[src/rtl/sca_pkg.sv]
package sca_pkg;

  // Terminal phase value for a power-of-two ratio code.
  function automatic int unsigned last_phase(input int unsigned code);
    return (32'd1 << code) - 32'd1;
  endfunction

endpackage

[src/rtl/sca_sync_stage.sv]
module sca_sync_stage #(
  parameter int STAGES = 2
) (
  input  logic clk,
  input  logic rst,
  input  logic d,
  output logic q
);

  logic [STAGES-1:0] chain;

  generate
    genvar i;
    for (i = 0; i < STAGES; i++) begin : g_flop
      always_ff @(posedge clk) begin
        if (rst) chain[i] <= 1'b0;
        else if (i == 0) chain[i] <= d;
        else chain[i] <= chain[(i == 0) ? 0 : i-1];
      end
    end
  endgenerate

  assign q = chain[STAGES-1];

endmodule

[src/rtl/sca_rise_detect.sv]
module sca_rise_detect (
  input  logic clk,
  input  logic rst,
  input  logic lvl,
  input  logic arm,
  output logic pulse
);

  logic prev_q;

  // History tracks the level even while disarmed, so enabling during a
  // high level never manufactures an edge.
  always_ff @(posedge clk) begin
    if (rst) prev_q <= 1'b0;
    else     prev_q <= lvl;
  end

  assign pulse = lvl & ~prev_q & arm;

endmodule

[src/rtl/sca_phase_counter.sv]
module sca_phase_counter #(
  parameter int SEL_W = 2,
  parameter int CNT_W = 3
) (
  input  logic             clk,
  input  logic             rst,
  input  logic [SEL_W-1:0] sel,
  input  logic             load,
  output logic [CNT_W-1:0] cnt,
  output logic             tick,
  output logic             seen
);

  logic [CNT_W-1:0] lim_q;
  logic [CNT_W-1:0] lim_new;
  logic [CNT_W-1:0] cnt_nxt;
  logic             wrap;

  always_comb begin
    lim_new = CNT_W'(sca_pkg::last_phase(32'(sel)));
    wrap    = (cnt >= lim_q);
    cnt_nxt = wrap ? '0 : cnt + 1'b1;
  end

  always_ff @(posedge clk) begin
    if (rst) begin
      lim_q <= lim_new;
      cnt   <= '0;
      tick  <= 1'b1;
      seen  <= 1'b0;
    end else if (load) begin
      lim_q <= lim_new;
      cnt   <= '0;
      tick  <= 1'b1;
      seen  <= 1'b1;
    end else begin
      cnt  <= cnt_nxt;
      tick <= wrap;
      seen <= 1'b0;
    end
  end

endmodule

[src/rtl/sync_clkdiv_aligner.sv]
module sync_clkdiv_aligner #(
  parameter int SEL_W       = 2,
  parameter int SYNC_STAGES = 2
) (
  input  logic             clk,
  input  logic             rst,
  input  logic             sync_in,
  input  logic             sync_en,
  input  logic [SEL_W-1:0] ratio_sel,
  output logic             dclk_en,
  output logic [(1<<SEL_W)-2:0] phase_cnt,
  output logic             sync_seen
);

  localparam int CNT_W = (1 << SEL_W) - 1;

  logic sync_meta_out;
  logic accept;

  sca_sync_stage #(.STAGES(SYNC_STAGES)) u_sync (
    .clk (clk),
    .rst (rst),
    .d   (sync_in),
    .q   (sync_meta_out)
  );

  sca_rise_detect u_edge (
    .clk   (clk),
    .rst   (rst),
    .lvl   (sync_meta_out),
    .arm   (sync_en),
    .pulse (accept)
  );

  sca_phase_counter #(.SEL_W(SEL_W), .CNT_W(CNT_W)) u_cnt (
    .clk  (clk),
    .rst  (rst),
    .sel  (ratio_sel),
    .load (accept),
    .cnt  (phase_cnt),
    .tick (dclk_en),
    .seen (sync_seen)
  );

endmodule

[config.mk]
export PLATFORM = sky130hd
export DESIGN_NAME = sync_clkdiv_aligner
export DESIGN_NICKNAME = d
export VERILOG_FILES = /design/src/rtl/sca_pkg.sv /design/src/rtl/sca_sync_stage.sv /design/src/rtl/sca_rise_detect.sv /design/src/rtl/sca_phase_counter.sv /design/src/rtl/sync_clkdiv_aligner.sv
export SDC_FILE = /design/constraint.sdc
export NUM_CORES = 1
export LEC_CHECK = 0
export BUFFER_PORTS_ARGS = -buffer_cell sky130_fd_sc_hd__clkbuf_2
export CORE_MARGIN = 3
export CORE_UTILIZATION = 23
export DETAILED_ROUTE_END_ITERATION = 8
export SYNTH_ARGS = -nofsm -noshare
export SYNTH_HDL_FRONTEND = slang
export SYNTH_SLANG_ARGS = --single-unit
[constraint.sdc]
create_clock -name clk -period 1.9 [get_ports clk]
set_input_delay 0 -clock clk [delete_from_list [all_inputs] [get_ports clk]]
set_output_delay 0 -clock clk [all_outputs]
set_load 0.005 [all_outputs]
==> PnR_summary.wiki <==
{| class="wikitable"
! Metric !! Value
|-
| # clock sinks || 11
|-
| Transition time at the pin with the least slew margin || 227 ps
|-
| Commonest non-fill, non-tap cell in the layout || clkbuf_2
|-
| Number of vias per cell after detailed routing || 3.64
|-
| Combinational share of power || 15.4%
|-
| Final std cells w/o fill || 77
|-
| Worst-path clk slew || 60 ps
|-
| Layout cell share with drive strength beyond 1 || 32.1%
|-
| Wire length of the first global-routing pass || 1100 um
|-
| Max frequency || 819 MHz
|-
| Required time at the worst-slack endpoint || 2100 ps
|-
| Routed wirelength normalized by instance count || 8.14 um
|-
| Detailed-route via count || 280
|-
| Number of buffers inserted by port buffering || 10
|-
| Worst-case headroom to the max-slew limit || 84.9%
|-
| Number of hold violations in the final report || 0
|-
| RSZ-0062 raised after global routing || no
|-
| Number of buffers inserted during clock tree synthesis || 3
|-
| Clock skew after layout || 1.20 ps
|-
| Detailed-route DRC error count || 0
|-
| Post-CTS repair timing setup buffer count || 0
|-
| Cell chosen for the clock root || clkbuf_4
|-
| Static leakage power || 0.257 nW
|-
| Commonest cells after routing, fill and taps aside || 10 x clkbuf_2, 8 x dfxtp_1
|-
| Final worst setup slack || 679 ps
|-
| Clock latency on the worst-skew pair || 260 ps
|-
| Min Tclk post-route || 1220 ps
|-
| Worst IR drop on VDD || 0.000372 V
|-
| Initial antenna violation count || 0
|-
| Path type of the worst min-delay path || in2reg
|-
| Top-level port count || 11
|-
| Sequential cell area fraction in the yosys report || 59.0%
|-
| Count of mapped cells out of synthesis || 36
|-
| Buffer depth of the longest clock path || 2
|-
| Estimated wirelength of the detail-placed design || 479 um
|-
| Nature of the critical path startpoint || register
|-
| Power density over cell area || 877 nW/um^2
|-
| Max H-tree Level || 1
|-
| Endpoint type of the worst setup path || register
|-
| FF+latch count, synth || 11
|-
| Number of fill cells in the layout || 176
|-
| Yosys top cell area share || 37.8%
|-
| Total power consumption of the routed design || 0.497 mW
|-
| Number of global-route vias before repair || 289
|-
| Die ar. || 2400 sq um
|-
| Fraction of power consumed by the clock network || 29.9%
|-
| Net switching power of the design || 0.114 mW
|-
| Number of detailed-routing iterations run before antenna repair || 4
|-
| Pins Over Slew Limit || 0
|-
| Number of inserted diodes || 0
|-
| Part of the total power dissipated in sequential elements || 54.8%
|-
| Arrival time worst endpoint || 1420 ps
|-
| Critical path class || reg2reg
|-
| Row Count || 14
|-
| X dimension of the die || 48.9 um
|-
| Signed area change from the synthesized netlist to the final layout || 33.6%
|-
| Iter 0 DRT Violations || 2
|-
| Vert. Die Dim || 48.9 um
|-
| Max_cap viols || 0
|-
| Setup TNS || 0 ps
|-
| Status || finished, final reports clean
|-
| Post-route fraction of the period consumed by the critical path || 64.3%
|-
| Maximum number of pins on one net before global-route repair || 7
|-
| Avg Inst Size Synth || 11.8 sq um
|-
| Placement-stage worst setup slack || 679 ps
|-
| Post-DRT Antenna Nets || 0
|-
| Critical Path Fanout Max || 4
|-
| Gpl congestion || 0.576
|-
| Int Pwr || 0.383 mW
|-
| Switching part of the total power || 22.9%
|-
| CTS tree || built
|-
| Total detailed-routing wirelength || 627 um
|-
| Final Net Count || 64
|-
| Number of distinct library cells after synthesis || 16
|-
| Global-route usage over all layers || 6.09%
|-
| Netlist area before placement || 424 sq um
|-
| Total number of yosys warnings || 0
|-
| Initial Utilization || 26.3%
|-
| Cells after DPL || 69
|-
| Core ar. || 1610 sq um
|-
| Setup Viol. Count Final || 0
|-
| Synthesized Nets || 46
|-
| Cells taking the most area after synthesis || dfxtp_1 38%, edfxtp_1 21%, ha_1 12%
|-
| Fin area || 567 sq um
|-
| Overflow left after global routing || 0
|-
| Placed cell areas || 500 sq um
|-
| Post-synth top area cell || dfxtp_1
|}
-- metrics by stage --
| stage | utilization [%] | hold WS (ps) |
|---|---|---|
| 2_1_floorplan | - | 71.6 |
| 4_1_cts | 35.2 | 4.64 |
| 3_3_place_gp | 31.1 | 208 |
| 6_report | 35.2 | 9.80 |
| 5_1_grt | 35.2 | 7.40 |
| 3_5_place_dp | 31.1 | 207 |
-- critical path, cell delays in order (launching register included) --
cell and delay [ps]:
dfxtp_1 370, inv_1 60, ha_1 300, nor3b_2 170
o211ai_2 150, nor2_2 120
-- cells in the mapped netlist --
| cell | instances |
|---|---|
| inv_1 | 4 |
| edfxtp_1 | 3 |
| and2_1 | 1 |
| or2_2 | 1 |
| ha_1 | 4 |
| o21ai_1 | 1 |
| nor3b_2 | 1 |
| nor2_1 | 4 |
| dfxtp_1 | 8 |
| nor2_2 | 1 |
| nand2b_1 | 1 |
| clkbuf_1 | 1 |
| xnor2_1 | 1 |
| nand3b_1 | 1 |
| nor2b_1 | 3 |
| o211ai_2 | 1 |
-- timing repair --
action                                 in CTS  in global routing
endpoints found under the hold margin       5                  0
resized for setup                           0                  0
hold buffers                                4                  0
-- flip-flops by register name (all words and copies together), names as in the netlist --
| signal | cells |
|---|---|
| u_edge.prev_q | 1 |
| u_sync.chain | 1 |
| u_cnt.tick | 1 |
| u_sync.q | 1 |
| u_cnt.lim_q | 3 |
| u_cnt.cnt | 3 |
| u_cnt.seen | 1 |
-- power groups by stage --
stage	sequential, mW	combinational [mW]	clock [mW]
6_report	0.272	0.0764	0.148
5_1_grt	0.275	0.0899	0.170
4_1_cts	0.273	0.0788	0.158
3_5_place_dp	0.278	0.0721	0
3_3_place_gp	0.278	0.0714	0
2_1_floorplan	0.277	0.0451	0
-- per-layer routing --
layer	vias up	routed length (um)	GRT usage, %
met2	6	314	9.95
li1	150	-	-
met5	-	0	0
met4	0	0	4.27
met1	124	288	6.69
met3	0	24	1.83
-- path summary, 6_finish.rpt --
check	start	slack, ps	cells past startpoint	end
setup / recovery	u_cnt.cnt[0]	680	5	u_cnt.cnt[2]
hold / removal	ratio_sel[0]	10	2	u_cnt.lim_q[0]
setup reg to reg	u_cnt.cnt[0]	680	5	u_cnt.cnt[2]
hold reg to reg	u_sync.chain[0]	450	1	u_sync.q
-- final cells by class --
class                           instances  area, sq um  share of cell area [%]
Sequential cell                        11          250                    44.2
Multi-Input combinational cell         20          155                    27.4
Clock buffer                            4         26.3                    4.64
Inverter                                4         15.0                    2.65
Timing Repair Buffer                   14         90.1                    15.9
Tap cell                               24         30.0                    5.30
-- cells by family after synthesis --
group / count (synthesis) / share of synthesized area, %
AND/OR/NAND/NOR: 13 / 18.6
flip-flops: 11 / 59.0
buffers and inverters: 5 / 4.42
adder cells (fa/ha/maj): 4 / 11.8
AO/OA/AOI/OAI: 2 / 4.13
XOR/XNOR: 1 / 2.07
Power figures use the tool's default switching activity.
